`config.mk`:
```
export PLATFORM = sky130hd
export DESIGN_NAME = pcm_serial_port
export DESIGN_NICKNAME = d
export VERILOG_FILES = /design/src/rtl/pcm_port_pkg.sv /design/src/rtl/pcm_rst_sync.sv /design/src/rtl/pcm_pin_sync.sv /design/src/rtl/pcm_tx_shifter.sv /design/src/rtl/pcm_rx_capture.sv /design/src/rtl/pcm_serial_port.sv
export SDC_FILE = /design/constraint.sdc
export NUM_CORES = 1
export LEC_CHECK = 0
export BUFFER_PORTS_ARGS = -buffer_cell sky130_fd_sc_hd__buf_2
export CELL_PAD_IN_SITES_DETAIL_PLACEMENT = 2
export CELL_PAD_IN_SITES_GLOBAL_PLACEMENT = 2
export CORE_ASPECT_RATIO = 0.5
export CORE_MARGIN = 2
export CORE_UTILIZATION = 40
export CTS_BUF_LIST = sky130_fd_sc_hd__clkbuf_4 sky130_fd_sc_hd__clkbuf_8 sky130_fd_sc_hd__clkbuf_16
export DETAILED_ROUTE_END_ITERATION = 10
export GPL_ROUTABILITY_DRIVEN = 0
export PLACE_DENSITY = 0.76
export SLEW_MARGIN = 20
export SYNTH_ARGS = -nofsm -noshare
export SYNTH_HDL_FRONTEND = slang
export SYNTH_HIERARCHICAL = 1
export SYNTH_SLANG_ARGS = --single-unit
```
`constraint.sdc`:
```
create_clock -name clk -period 2.2 [get_ports clk]
set_input_delay 0.11 -clock clk [delete_from_list [all_inputs] [get_ports clk]]
set_output_delay 0.11 -clock clk [all_outputs]
set_load 0.005 [all_outputs]
```
`src/rtl/pcm_port_pkg.sv`:
```
package pcm_port_pkg;
  localparam int unsigned PCM_CODE_W   = 8;
  localparam int unsigned PCM_SYNC_DEF = 2;
  // Bit positions of the synchronised pin vector
  localparam int unsigned PIN_TX_FS   = 0;
  localparam int unsigned PIN_TX_BCLK = 1;
  localparam int unsigned PIN_RX_FS   = 2;
  localparam int unsigned PIN_RX_BCLK = 3;
  localparam int unsigned PIN_RX_DAT  = 4;
  localparam int unsigned PIN_COUNT   = 5;
endpackage

```
`src/rtl/pcm_rst_sync.sv`:
```
module pcm_rst_sync (
  input  logic clk,
  input  logic rst_n,
  output logic rst_sync_n
);
  logic [1:0] stage_q;

  always_ff @(posedge clk or negedge rst_n) begin
    if (!rst_n) stage_q <= 2'b00;
    else        stage_q <= {stage_q[0], 1'b1};
  end

  assign rst_sync_n = stage_q[1];
endmodule

```
`src/rtl/pcm_pin_sync.sv`:
```
module pcm_pin_sync #(
  parameter int unsigned WIDTH  = 1,
  parameter int unsigned STAGES = 2
) (
  input  logic             clk,
  input  logic             rst_n,
  input  logic [WIDTH-1:0] pin_i,
  output logic [WIDTH-1:0] level_o,
  output logic [WIDTH-1:0] rise_o,
  output logic [WIDTH-1:0] fall_o
);
  for (genvar g = 0; g < WIDTH; g++) begin : g_pin
    logic [STAGES:0] chain_q;
    logic [STAGES:0] chain_d;

    always_comb chain_d = {chain_q[STAGES-1:0], pin_i[g]};

    always_ff @(posedge clk or negedge rst_n) begin
      if (!rst_n) chain_q <= '0;
      else        chain_q <= chain_d;
    end

    assign level_o[g] = chain_q[STAGES-1];
    assign rise_o[g]  = chain_q[STAGES-1] & ~chain_q[STAGES];
    assign fall_o[g]  = ~chain_q[STAGES-1] & chain_q[STAGES];
  end
endmodule

```
`src/rtl/pcm_tx_shifter.sv`:
```
module pcm_tx_shifter #(
  parameter int unsigned CODE_W = 8
) (
  input  logic              clk,
  input  logic              rst_n,
  input  logic              fs_lvl_i,
  input  logic              fs_rise_i,
  input  logic              bclk_lvl_i,
  input  logic              bclk_rise_i,
  input  logic              bclk_fall_i,
  input  logic [CODE_W-1:0] enc_code_i,
  input  logic              enc_load_i,
  output logic              dat_o,
  output logic              oe_o
);
  localparam int unsigned CNT_W = $clog2(CODE_W + 1);
  localparam logic [CNT_W-1:0] LAST = CNT_W'(CODE_W);

  logic [CODE_W-1:0] hold_q, hold_d, sh_q, sh_d;
  logic [CNT_W-1:0]  cnt_q, cnt_d;
  logic              oe_q, oe_d, pend_q, pend_d, done_q, done_d;
  logic              last_fall;

  assign last_fall = oe_q & bclk_fall_i & (cnt_q == LAST);

  always_comb begin
    hold_d = enc_load_i ? enc_code_i : hold_q;
    sh_d   = sh_q;
    cnt_d  = cnt_q;
    oe_d   = oe_q;
    pend_d = pend_q;
    done_d = done_q;
    if (fs_rise_i) begin
      // new frame (or restart): reload and count from zero
      sh_d   = hold_q;
      done_d = 1'b0;
      if (bclk_lvl_i) begin
        oe_d = 1'b1; pend_d = 1'b0; cnt_d = CNT_W'(1);
      end else begin
        oe_d = 1'b0; pend_d = 1'b1; cnt_d = '0;
      end
    end else begin
      if (pend_q) begin
        if (!fs_lvl_i) begin
          pend_d = 1'b0;
        end else if (bclk_rise_i) begin
          oe_d = 1'b1; pend_d = 1'b0; cnt_d = CNT_W'(1);
        end
      end
      if (oe_q) begin
        if (bclk_rise_i && (cnt_q < LAST)) begin
          sh_d  = {sh_q[CODE_W-2:0], 1'b0};
          cnt_d = cnt_q + 1'b1;
        end
        if (last_fall) done_d = 1'b1;
        if ((done_q || last_fall) && !fs_lvl_i) begin
          oe_d = 1'b0; done_d = 1'b0; cnt_d = '0;
        end
      end
    end
  end

  always_ff @(posedge clk or negedge rst_n) begin
    if (!rst_n) begin
      hold_q <= '0; sh_q <= '0; cnt_q <= '0;
      oe_q <= 1'b0; pend_q <= 1'b0; done_q <= 1'b0;
    end else begin
      hold_q <= hold_d; sh_q <= sh_d; cnt_q <= cnt_d;
      oe_q <= oe_d; pend_q <= pend_d; done_q <= done_d;
    end
  end

  assign dat_o = oe_q & sh_q[CODE_W-1];
  assign oe_o  = oe_q;

  AST_OE_NEEDS_FS: assert property (@(posedge clk) disable iff (!rst_n)
    $rose(oe_q) |-> fs_lvl_i);
  AST_CNT_LIMIT: assert property (@(posedge clk) disable iff (!rst_n)
    cnt_q <= LAST);
  AST_HOLD_MID: assert property (@(posedge clk) disable iff (!rst_n)
    (oe_q && (cnt_q < LAST) && !fs_rise_i) |=> oe_q);
  AST_DROP_FS_LOW: assert property (@(posedge clk) disable iff (!rst_n)
    $fell(oe_q) |-> ($past(fs_rise_i) || !$past(fs_lvl_i)));
endmodule

```
`src/rtl/pcm_rx_capture.sv`:
```
module pcm_rx_capture #(
  parameter int unsigned CODE_W = 8
) (
  input  logic              clk,
  input  logic              rst_n,
  input  logic              fs_rise_i,
  input  logic              bclk_fall_i,
  input  logic              dat_i,
  output logic [CODE_W-1:0] code_o,
  output logic              valid_o
);
  localparam int unsigned CNT_W = $clog2(CODE_W);
  localparam logic [CNT_W-1:0] LAST = CNT_W'(CODE_W - 1);

  logic [CODE_W-1:0] sh_q, sh_d, code_q, code_d;
  logic [CNT_W-1:0]  cnt_q, cnt_d;
  logic              arm_q, arm_d, valid_q, valid_d;

  always_comb begin
    sh_d    = sh_q;
    code_d  = code_q;
    cnt_d   = cnt_q;
    arm_d   = arm_q;
    valid_d = 1'b0;
    if (fs_rise_i) begin
      arm_d = 1'b1;
      cnt_d = '0;
    end else if (arm_q && bclk_fall_i) begin
      sh_d = {sh_q[CODE_W-2:0], dat_i};
      if (cnt_q == LAST) begin
        arm_d   = 1'b0;
        cnt_d   = '0;
        code_d  = {sh_q[CODE_W-2:0], dat_i};
        valid_d = 1'b1;
      end else begin
        cnt_d = cnt_q + 1'b1;
      end
    end
  end

  always_ff @(posedge clk or negedge rst_n) begin
    if (!rst_n) begin
      sh_q <= '0; code_q <= '0; cnt_q <= '0; arm_q <= 1'b0; valid_q <= 1'b0;
    end else begin
      sh_q <= sh_d; code_q <= code_d; cnt_q <= cnt_d; arm_q <= arm_d; valid_q <= valid_d;
    end
  end

  assign code_o  = code_q;
  assign valid_o = valid_q;

  AST_VALID_PULSE: assert property (@(posedge clk) disable iff (!rst_n)
    valid_q |=> !valid_q);
  AST_VALID_DISARMS: assert property (@(posedge clk) disable iff (!rst_n)
    valid_q |-> !arm_q);
  AST_RESTART_NO_STROBE: assert property (@(posedge clk) disable iff (!rst_n)
    fs_rise_i |=> !valid_q);
endmodule

```
`src/rtl/pcm_serial_port.sv`:
```
module pcm_serial_port
  import pcm_port_pkg::*;
#(
  parameter int unsigned CODE_W      = PCM_CODE_W,
  parameter int unsigned SYNC_STAGES = PCM_SYNC_DEF
) (
  input  logic              clk,
  input  logic              rst_n,
  input  logic              sync_mode_i,
  input  logic              tx_fs_i,
  input  logic              tx_bclk_i,
  input  logic [CODE_W-1:0] enc_code_i,
  input  logic              enc_load_i,
  output logic              tx_dat_o,
  output logic              tx_oe_o,
  input  logic              rx_fs_i,
  input  logic              rx_bclk_i,
  input  logic              rx_dat_i,
  output logic [CODE_W-1:0] rx_code_o,
  output logic              rx_valid_o
);
  logic                 rst_s_n;
  logic [PIN_COUNT-1:0] pins, lvl, rise, fall;
  logic                 rx_edge;

  pcm_rst_sync u_rst (.clk(clk), .rst_n(rst_n), .rst_sync_n(rst_s_n));

  always_comb begin
    pins              = '0;
    pins[PIN_TX_FS]   = tx_fs_i;
    pins[PIN_TX_BCLK] = tx_bclk_i;
    pins[PIN_RX_FS]   = rx_fs_i;
    pins[PIN_RX_BCLK] = rx_bclk_i;
    pins[PIN_RX_DAT]  = rx_dat_i;
  end

  pcm_pin_sync #(.WIDTH(PIN_COUNT), .STAGES(SYNC_STAGES)) u_sync (
    .clk(clk), .rst_n(rst_s_n), .pin_i(pins),
    .level_o(lvl), .rise_o(rise), .fall_o(fall)
  );

  // receive clock source: transmit clock in synchronous mode
  assign rx_edge = sync_mode_i ? fall[PIN_TX_BCLK] : fall[PIN_RX_BCLK];

  pcm_tx_shifter #(.CODE_W(CODE_W)) u_tx (
    .clk(clk), .rst_n(rst_s_n),
    .fs_lvl_i(lvl[PIN_TX_FS]), .fs_rise_i(rise[PIN_TX_FS]),
    .bclk_lvl_i(lvl[PIN_TX_BCLK]), .bclk_rise_i(rise[PIN_TX_BCLK]),
    .bclk_fall_i(fall[PIN_TX_BCLK]),
    .enc_code_i(enc_code_i), .enc_load_i(enc_load_i),
    .dat_o(tx_dat_o), .oe_o(tx_oe_o)
  );

  pcm_rx_capture #(.CODE_W(CODE_W)) u_rx (
    .clk(clk), .rst_n(rst_s_n),
    .fs_rise_i(rise[PIN_RX_FS]), .bclk_fall_i(rx_edge),
    .dat_i(lvl[PIN_RX_DAT]),
    .code_o(rx_code_o), .valid_o(rx_valid_o)
  );

  AST_RST_QUIET: assert property (@(posedge clk) disable iff (!rst_s_n)
    $rose(rst_s_n) |-> (!tx_oe_o && !rx_valid_o));
endmodule

```
==> results.txt, run 1 <==
----------------------------------------------------
[Layout]
  Layout Area Growth over Synthesis ... 22.0%
  Number of nets in the finished design ... 235
  Layout cell share with drive strength beyond 1 ... 37.5%
  Fin util ... 51.8%
  Ant. Diodes ... 0
  Number of standard cells in the layout, taps in and fillers out ... about 290

[Die]
  Boundary Pins ... 28
  Die Wd ... roughly 110 µm
  Height of the chip ... between 50 and 60 µm
  Effective utilization at floorplan ... 42.4%
  Standard-cell row count ... 19
  Total Die Area ... roughly 6600 µm²
  Area of the core ... 5630 µm²

[Power and ir drop]
  Clk pwr share ... 45.1%
  Switching share of power ... a little under a quarter
  Maximum resistive drop on vdd ... 0.532 mV
  Internal power ... 0.00229 W
  Switching power total ... a little under 0.0007 W
  Portion of total power attributed to combinational logic ... 9.5%
  Seq pwr share ... 45.3%
  Overall power ... 0.00296 W
  Cell Pwr Density ... 1020 nW/µm²
  Static leakage power ... 1.40 nW

[Placement]
  Detailed Place HPWL ... 3.12 mm
  Number of cells after detailed placement ... 269
  IO buf count ... 27
  Post-place setup slack ... about 0.54 ns

[Clock network]
  Clk buf depth ... 2
  Cells resized by post-CTS repair ... 0
  Clock transition at the registers of the reported paths ... roughly 0.05 ns
  Total clock buffers created by CTS ... 9
  Cell chosen for the clock root ... sky130_fd_sc_hd__clkbuf_16
  Insertion delay to the later sink of the worst-skew pair ... between 0.3 and 0.4 ns
  Count of clock tree sinks ... 59
  Clock tree from TritonCTS ... built
  # H-tree levels ... 3

[Detailed routing]
  Remaining antenna violation count after routing ... 0
  Total DRC errors in the routed layout ... 0
  Number of iterations in the first detailed-routing pass ... 2
  Post-Route WL ... 4.78 mm
  Initial drt markers ... 35
  DR vias/cell ... 5.04
  Routed len/inst ... 16.5 µm
  Via count ... 1,456

[Timing]
  Max-slew violations ... 0
  Final sum of negative setup slack ... 0 ns
  Final hold violation count ... 0
  Setup Skew ... approximately 0.0056 ns
  Unrepaired setup endpoints after global routing ... no
  Share of the cycle needed by the critical path after routing ... 75.7%
  Period minus WS final ... 1.67 ns
  Final setup slack of the worst path ... ~0.53 ns
  Fmax achieved ... 601 MHz
  Final setup violating endpoints ... 0

[GRT]
  Via count of the first global-routing pass ... 1,654
  Maximum number of pins on one net before global-route repair ... 22
  Overall fraction of global-route tracks in use ... between 10% and 20%
  GR Overflow Total ... 0
  First-pass GRT wire length ... roughly 8.2 mm
  Number of antenna violations at the first check in global routing ... 0

[Critical path]
  Depth of the most critical reg-to-reg path ... 4
  Sort of element at the start of the critical path ... flip-flop
  Endpoint required time on the critical path ... 2.40 ns
  Crit end category ... flip-flop
  Path type of the worst setup path ... reg -> reg
  Endpoint arrival time on the critical path ... 1.87 ns
  Maximum fanout encountered on the critical timing path ... 9

[Yosys]
  Mapped Nets ... 198
  Gate Count Post-Synth ... 176
  Total of warnings raised by yosys ... 6
  Synth Cell Area ... 2390 µm²
  Syn_area_per_cell ... about 14 µm²

[Status]
  Outcome ... completed

[Worst hold path]
  Cell count of the worst hold path ... 2
  Worst hold path class ... in -> reg

[Flow run]
  Max cap viols ... 0

----------------------------------------------------
==> power groups by stage <==
| stage | Combinational [W] | Clock (W) | Sequential [W] |
|---|---|---|---|
| after floorplan | 0.000207 | 0 | 0.00133 |
| after global placement | 0.000255 | 0 | 0.00135 |
| after detailed placement | 0.000276 | 0 | 0.00136 |
| after CTS | 0.000293 | 0.00138 | 0.00135 |
| after global routing | 0.000321 | 0.00143 | 0.00137 |
| final | 0.000283 | 0.00134 | 0.00134 |
==> critical path, stage by stage, from the launching register on <==
cell                       delay (ns)
sky130_fd_sc_hd__dfrtp_1         0.39
sky130_fd_sc_hd__and2b_2         0.25
sky130_fd_sc_hd__mux2_4          0.32
sky130_fd_sc_hd__nand3b_2        0.21
sky130_fd_sc_hd__mux2_2          0.37
==> cell type report <==
cell class	count	area (µm²)
Fill cell	535	2720
Sequential cell	59	1480
Multi-Input combinational cell	103	832
Clock buffer	11	246
Timing Repair Buffer	35	210
Tap cell	73	91.3
Clock inverter	3	40.0
Inverter	5	18.8
==> per-layer routing <==
layer  track usage [%]  wire length (µm)  vias up
met5                 0                 0        -
met2              29.4              2450       23
met4              8.36                72        0
li1                  -                 -      678
met1              19.3              2040      749
met3              7.42               217        6
==> flip-flops by register name, summed over array words and instances (netlist names), 2 cells and up <==
signal	cells
u_rst/stage_q	2
u_rx/cnt_q	3
u_rx/code_o	8
u_rx/sh_q	7
u_sync/g_pin.chain_q	14
u_tx/cnt_q	4
u_tx/hold_q	8
u_tx/sh_q	8
==> path summary, 6_finish.rpt <==
| kind | from | end | slack, ns |
|---|---|---|---|
| worst max-delay path | u_sync/g_pin[1].chain_q[1] | u_rx/sh_q[5] | 0.53 |
| worst min-delay path | enc_code_i[4] | u_tx/hold_q[4] | 0.02 |
| worst max register to register | u_sync/g_pin[1].chain_q[1] | u_rx/sh_q[5] | 0.53 |
| worst min register to register | u_rst/stage_q[1] | u_sync/g_pin[4].chain_q[0] | 0.21 |
| max in group asynchronous | u_rst/stage_q[1] | u_sync/g_pin[0].chain_q[2] | 1.37 |
| min in group asynchronous | rst_n | u_rst/stage_q[1] | 0.11 |
==> cells in the final DEF, fill, tap and decap left out, drive strengths merged, types with 3 or more instances in the layout <==
cell and count:
o21ai 10, a21oi 6, inv 5, nor2 4, dfrtp 59, clkbuf 11, and2b 5, nand2 13
mux2i 7, a21bo 3, dlygate4sd3 6, nand4b 4, ha 5, mux2 24, nand3 5, buf 29
==> metrics by stage <==
step | instance area (µm²) | hold WS, ns
global route | 2920 | 0.0101
CTS | 2920 | 0.00517
floorplan | 2390 | -0.186
detailed placement | 2570 | -0.102
finish | 2920 | 0.0202
global placement | 2570 | -0.105
==> repair_timing <==
action | CTS | global route
hold buffers | 6 | 0
endpoints found under the hold margin | 7 | 0
buffers inserted | 0 | 0
Power figures use the tool's default switching activity.
==> inputs of run 2 (changes only) <==
Clock period 2.2 ns to 1.6 ns, I/O delays scaled along.
==> run 2 against run 1 <==
Net effect:
- combinational power is 65% higher
- routed wire length is 25% higher
- design area rose by 6.9%
- critical endpoint is now u_rx/sh_q[3]
- maximum frequency rose by 2.9%
- utilization increased by 3.6 points
- worst hold slack better by 0.052 ns
- critical path type unchanged
- the flow now finishes with violations (setup timing)
- clock skew rose by 0.0014 ns
- sequential share of layout area down 3.3 points
- sequential power increased by 38%
==> results.txt, run 2 (synthesized netlist as in run 1, its figures left out) <==
----------------------------------------------------
[Clock network]
  Count of clock tree sinks ... 59
  Clock transition at the registers of the reported paths ... 0.05 ns
  Insertion delay to the later sink of the worst-skew pair ... 0.33 ns
  Total clock buffers created by CTS ... 9
  Cell chosen for the clock root ... sky130_fd_sc_hd__clkbuf_16
  # H-tree levels ... 3
  Clock tree from TritonCTS ... built
  Clk buf depth ... 2

[Placement]
  IO buf count ... 27
  Detailed Place HPWL ... 3.46 mm
  Post-detailed-placement cell area ... 2640 µm²

[Layout]
  Number of nets in the finished design ... 250
  Total non-filler cell area in the finished layout ... roughly 3100 µm²
  Largest register FFs ... 14
  Layout Area Growth over Synthesis ... 30.5%
  Fin util ... a little under three fifths
  Multi-input combinational cell area ... 850 µm²
  Register area ... between 1000 and 1500 µm²
  Layout cell share with drive strength beyond 1 ... 39.5%
  Most flops, register ... u_sync/g_pin.chain_q
  Layout fillers ... 525
  Commonest cells after routing, fill and taps aside ... 58 x sky130_fd_sc_hd__dfrtp_1, 27 x sky130_fd_sc_hd__buf_2, 20 x sky130_fd_sc_hd__mux2_2, 14 x sky130_fd_sc_hd__dlygate4sd3_1, 13 x sky130_fd_sc_hd__nand2_1
  Commonest non-fill, non-tap cell in the layout ... sky130_fd_sc_hd__dfrtp_1
  Ant. Diodes ... 0

[Die]
  Die Wd ... roughly 110 µm
  Boundary Pins ... 28
  Standard-cell row count ... 19
  Total Die Area ... 6650 µm²
  Effective utilization at floorplan ... 42.4%
  Area of the core ... 5630 µm²
  Height of the chip ... 58.7 µm

[Timing]
  Final setup violating endpoints ... 9
  Final sum of negative setup slack ... -0.0894 ns
  Max-slew violations ... 0
  Final setup slack of the worst path ... -0.0179 ns
  Period minus WS final ... 1.62 ns
  Final hold violation count ... 0
  Fmax achieved ... just over 600 MHz
  Unrepaired setup endpoints after global routing ... yes
  Setup Skew ... 0.00702 ns
  Share of the cycle needed by the critical path after routing ... 101%

[Detailed routing]
  Total met2 wirelength after detailed routing ... 3.18 mm
  Number of iterations in the first detailed-routing pass ... 4
  Via count ... 1,543
  Routed len/inst ... between 15 and 20 µm
  Highest metal layer used by the detailed router ... met4
  Post-Route WL ... 6.00 mm
  Routed length on met3 ... 182 µm
  Metal1 wirelength ... ~2.6 mm
  Total DRC errors in the routed layout ... 0
  Initial drt markers ... 53
  DR vias/cell ... slightly above 5
  Remaining antenna violation count after routing ... 0

[Critical path]
  Reg-to-reg critical path startpoint ... u_sync/g_pin[1].chain_q[1]
  Crit end category ... flip-flop
  Maximum fanout encountered on the critical timing path ... 7
  Setup slack on the worst flop-to-flop path ... -0.02 ns
  FF-to-FF End ... u_rx/sh_q[3]
  Path type of the worst setup path ... reg -> reg
  Endpoint arrival time on the critical path ... 1.82 ns
  Endpoint required time on the critical path ... 1.81 ns
  Sort of element at the start of the critical path ... flip-flop
  Depth of the most critical reg-to-reg path ... 4

[Status]
  Violations in the final reports ... setup timing
  Outcome ... complete, but fails checks

[GRT]
  First-pass GRT wire length ... approximately 10 mm
  Maximum number of pins on one net before global-route repair ... 38
  GR Overflow Total ... 0
  Via count of the first global-routing pass ... 1,831
  Overall fraction of global-route tracks in use ... 20.9%
  Number of antenna violations at the first check in global routing ... 0

[Worst hold path]
  Worst hold path class ... in -> async

[Flow run]
  Max cap viols ... 0

[Power and ir drop]
  Static leakage power ... 1.49 nW
  Maximum resistive drop on vdd ... 0.774 mV
  Cell Pwr Density ... between 1000 and 1500 nW/µm²

----------------------------------------------------
## run 2: cell types whose count changed in the layout (fill, tap and decap cells not counted)
cell,delta
sky130_fd_sc_hd__dlygate4sd3_1,+8
sky130_fd_sc_hd__a22oi_1,-1
sky130_fd_sc_hd__mux2_2,-3
sky130_fd_sc_hd__clkinvlp_4,+1
sky130_fd_sc_hd__clkbuf_4,-1
sky130_fd_sc_hd__and3b_1,-1
sky130_fd_sc_hd__buf_12,+2
sky130_fd_sc_hd__a22oi_2,+1
sky130_fd_sc_hd__buf_4,+5
sky130_fd_sc_hd__mux2_4,+3
sky130_fd_sc_hd__and3b_2,+1
sky130_fd_sc_hd__clkbuf_8,+2
## run 2: worst max-delay path by stage
stage	slack [ns]	end	from
3_3_place_gp	0.11	u_rx/sh_q[6]	u_sync/g_pin[1].chain_q[1]
2_1_floorplan	0.01	u_rx/sh_q[0]	u_sync/g_pin[1].chain_q[1]
3_5_place_dp	0.04	u_rx/sh_q[6]	u_sync/g_pin[1].chain_q[1]
5_1_grt	-0.06	u_rx/sh_q[1]	u_sync/g_pin[1].chain_q[1]
6_report	-0.02	u_rx/sh_q[3]	u_sync/g_pin[1].chain_q[1]
4_1_cts	-0.005	u_rx/sh_q[3]	u_sync/g_pin[1].chain_q[1]
## run 2: what timing repair did
action                                  CTS  global route
buffers inserted                          1             0
endpoints found under the hold margin    15             0
resized for setup                         1             4
hold buffers                             14             0
endpoints found under the setup margin    4            25
## run 2: cell type report
type / count / share of cell area, %
Clock inverter: 4 / 1.52
Inverter: 5 / 0.602
Multi-Input combinational cell: 103 / 27.2
Timing Repair Buffer: 50 / 11.8
Clock buffer: 12 / 8.54
Sequential cell: 59 / 47.4
Tap cell: 73 / 2.93
## run 2: worst max-delay path, cell delays in order, from the launching register on
cell and delay, ns:
sky130_fd_sc_hd__dfrtp_1 0.38, sky130_fd_sc_hd__and2b_2 0.25, sky130_fd_sc_hd__mux2_4 0.29, sky130_fd_sc_hd__nand3b_2 0.21, sky130_fd_sc_hd__mux2_2 0.38
## run 2: per-stage QoR
stage               hold slack (ns)  cells  total power (W)  worst slack, ns
floorplan                    -0.216    176          0.00211          0.00977
global placement             -0.135    275          0.00223            0.106
detailed placement           -0.133    275          0.00229           0.0374
CTS                          0.0508    306          0.00434         -0.00526
global route                 0.0828    306          0.00451          -0.0551
finish                       0.0723    306          0.00430          -0.0179
## run 2: report_power, final
part	total [W]	internal, W	switching, W
logic	0.000467	0.000251	0.000216
clock network	0.00198	0.00132	0.000660
registers	0.00185	0.00169	0.000161
## run 2: per-layer routing
metal / track usage [%] / vias to the layer above
met4: 4.70 / 0
li1: - / 713
met5: 0 / -
met1: 23.5 / 800
met2: 39.3 / 25
met3: 7.21 / 5
==> inputs of run 3 (changes only) <==
Settings changed: CORE_UTILIZATION 40 to 43, GPL_ROUTABILITY_DRIVEN 0 to 1, PLACE_DENSITY 0.76 to 0.81.
Clock period 1.6 ns to 2 ns, I/O delays scaled along.
==> run 3 against run 2 <==
Net effect:
- the flow now finishes without violations
- utilization fell by 1.6 points
- flip-flop and latch count stayed put
- via count is 1.9% lower
- worst hold slack got worse by 0.054 ns
- non-clock buffer count down 8
- design area is 6.5% lower
- global-route usage is 1.0 points lower
- routed wire length is 11% lower
- sequential share of layout area is 3.3 points higher
- first-iteration DRC count rose by 9.4%
- die area shrank 6.6%
- total power decreased by 31%
- critical path type unchanged
- largest cell class unchanged
==> results.txt, run 3 (synthesized netlist as in run 1, its figures left out) <==
----------------------------------------------------
[Timing]
  Max-slew violations ... 0
  Fmax achieved ... approximately 590 MHz
  Final hold violation count ... 0
  Unrepaired setup endpoints after global routing ... no
  Hold Worst Slack ... 0.0179 ns
  Period minus WS final ... roughly 1.7 ns
  Setup Skew ... 0.00810 ns
  Share of the cycle needed by the critical path after routing ... 84.4%
  Final setup slack of the worst path ... 0.311 ns
  Final sum of negative setup slack ... 0 ns
  Final setup violating endpoints ... 0

[Layout]
  Layout cell share with drive strength beyond 1 ... 36.9%
  Most flops, register ... u_sync/g_pin.chain_q
  Layout Area Growth over Synthesis ... 22.0%
  Commonest non-fill, non-tap cell in the layout ... sky130_fd_sc_hd__dfrtp_1
  Number of nets in the finished design ... between 200 and 250
  Ant. Diodes ... 0
  Largest register FFs ... 14
  Number of standard cells in the layout, taps in and fillers out ... 298
  Commonest cells after routing, fill and taps aside ... 58 x sky130_fd_sc_hd__dfrtp_1, 27 x sky130_fd_sc_hd__buf_2, 23 x sky130_fd_sc_hd__mux2_2, 13 x sky130_fd_sc_hd__dlygate4sd3_1, 13 x sky130_fd_sc_hd__nand2_1

[GRT]
  Number of antenna violations at the first check in global routing ... 0
  Maximum number of pins on one net before global-route repair ... 29
  First-pass GRT wire length ... 8.90 mm
  GR Overflow Total ... 0
  Overall fraction of global-route tracks in use ... between 10% and 20%
  Via count of the first global-routing pass ... ~1.7k

[Clock network]
  Total clock buffers created by CTS ... 9
  Cell chosen for the clock root ... sky130_fd_sc_hd__clkbuf_8
  Post-CTS setup buffer count ... 0
  # H-tree levels ... 3
  Insertion delay to the later sink of the worst-skew pair ... ~0.32 ns
  Count of clock tree sinks ... 59
  Clock transition at the registers of the reported paths ... 0.06 ns
  Clk buf depth ... 2
  Clock tree from TritonCTS ... built
  Count of hold-fix buffers inserted at cts ... 13
  Cells resized by post-CTS repair ... 0

[Die]
  Standard-cell row count ... 19
  Effective utilization at floorplan ... 44.1%
  Total Die Area ... a little over 6000 µm²
  Boundary Pins ... 28
  Area of the core ... 5420 µm²
  Height of the chip ... 56.7 µm
  Die Wd ... 109 µm

[Detailed routing]
  Total DRC errors in the routed layout ... 0
  Number of iterations in the first detailed-routing pass ... 4
  Routed len/inst ... about 18 µm
  DR vias/cell ... 5.08
  Post-Route WL ... roughly 5.3 mm
  Via count ... 1,514
  Initial drt markers ... slightly below 60
  Remaining antenna violation count after routing ... 0

[Worst hold path]
  Worst hold path class ... in -> reg
  Beginning of the worst hold path ... enc_code_i[0]

[Critical path]
  Series of cell instances along the critical path ... and2b_2 > mux2_4 > nand4b_4 > mux2_2
  Longest individual stage delay on the worst path ... 0.42 ns
  Maximum fanout encountered on the critical timing path ... 9
  Crit end category ... flip-flop
  Family with the most delay on the worst path ... multiplexers
  Critical Path Sink ... u_rx/code_o[0]
  FF-to-FF End ... u_rx/code_o[0]
  Path type of the worst setup path ... reg -> reg
  Depth of the most critical reg-to-reg path ... 4
  Reg-to-reg critical path startpoint ... u_sync/g_pin[1].chain_q[1]
  Buf/Inv on CP ... 0
  Sort of element at the start of the critical path ... flip-flop
  Setup slack on the worst flop-to-flop path ... 0.31 ns
  Crit path depth ... 4
  Endpoint required time on the critical path ... 2.20 ns
  Launching instance or port of the critical path ... u_sync/g_pin[1].chain_q[1]
  Slowest library cell on the worst path ... sky130_fd_sc_hd__dfrtp_1
  Endpoint arrival time on the critical path ... approximately 1.9 ns

[Placement]
  Number of cells after detailed placement ... 269
  Post-place setup slack ... 0.344 ns
  Placer's final routability congestion estimate ... 0.825
  IO buf count ... 27
  Detailed Place HPWL ... between 3 and 4 mm

[Power and ir drop]
  Clk pwr share ... 39.0%
  Internal power ... 0.00226 W
  Seq pwr share ... around half
  Static leakage power ... 1.39 nW
  Cell Pwr Density ... 1020 nW/µm²
  Portion of total power attributed to combinational logic ... 11.5%
  Switching share of power ... 24.3%
  Maximum resistive drop on vdd ... 0.392 mV
  Overall power ... between 0.002 and 0.003 W
  Switching power total ... 0.000727 W

[Status]
  Outcome ... completed

[Flow run]
  Max cap viols ... 0

----------------------------------------------------
[run 3: cell types whose count changed in the layout (fill, tap and decap cells not counted), moves of 2 or more]
cell,previous run,this run
sky130_fd_sc_hd__buf_12,2,0
sky130_fd_sc_hd__buf_4,7,2
sky130_fd_sc_hd__clkbuf_16,9,0
sky130_fd_sc_hd__clkbuf_4,0,2
sky130_fd_sc_hd__clkbuf_8,3,9
sky130_fd_sc_hd__mux2_2,20,23
sky130_fd_sc_hd__mux2_4,4,1
[run 3: worst min-delay path by stage]
stage,cells past startpoint,endpoint
5_1_grt,2,u_tx/hold_q[0]
6_report,2,u_tx/hold_q[0]
3_3_place_gp,1,u_rst/stage_q[0]
2_1_floorplan,0,u_rst/stage_q[0]
3_5_place_dp,1,u_rst/stage_q[0]
4_1_cts,2,u_tx/hold_q[0]
[run 3: stage by stage]
step / instance area (µm²) / util, %
after floorplan: 2390 / -
after global placement: 2570 / 47.4
after detailed placement: 2570 / 47.4
after CTS: 2920 / 53.8
after global routing: 2920 / 53.8
final: 2920 / 53.8
[run 3: power groups by stage]
| stage | clock network (W) | logic, W | registers (W) |
|---|---|---|---|
| global placement | 0 | 0.000281 | 0.00148 |
| CTS | 0.00121 | 0.000333 | 0.00148 |
| detailed placement | 0 | 0.000308 | 0.00150 |
| floorplan | 0 | 0.000228 | 0.00146 |
| finish | 0.00116 | 0.000345 | 0.00148 |
| global route | 0.00126 | 0.000383 | 0.00150 |
[run 3: layout make-up]
class	instances	area [µm²]
Timing Repair Buffer	42	280
Fill cell	520	2500
Inverter	5	18.8
Multi-Input combinational cell	103	832
Sequential cell	59	1480
Clock buffer	11	139
Clock inverter	5	77.6
Tap cell	73	91.3
[run 3: worst register-to-register path, delay by kind of cell (launching register included)]
| family | cells | cell delay (ns) |
|---|---|---|
| mux | 2 | 0.70 |
| simple gates | 2 | 0.45 |
| flops | 1 | 0.42 |
[run 3: metal layers]
| layer | track usage (%) | wire [µm] | vias to the layer above |
|---|---|---|---|
| met4 | 9.04 | 135 | 0 |
| met1 | 21.6 | 2190 | 777 |
| met5 | 0 | 0 | - |
| met3 | 5.46 | 153 | 13 |
| li1 | - | - | 692 |
| met2 | 36.1 | 2830 | 32 |
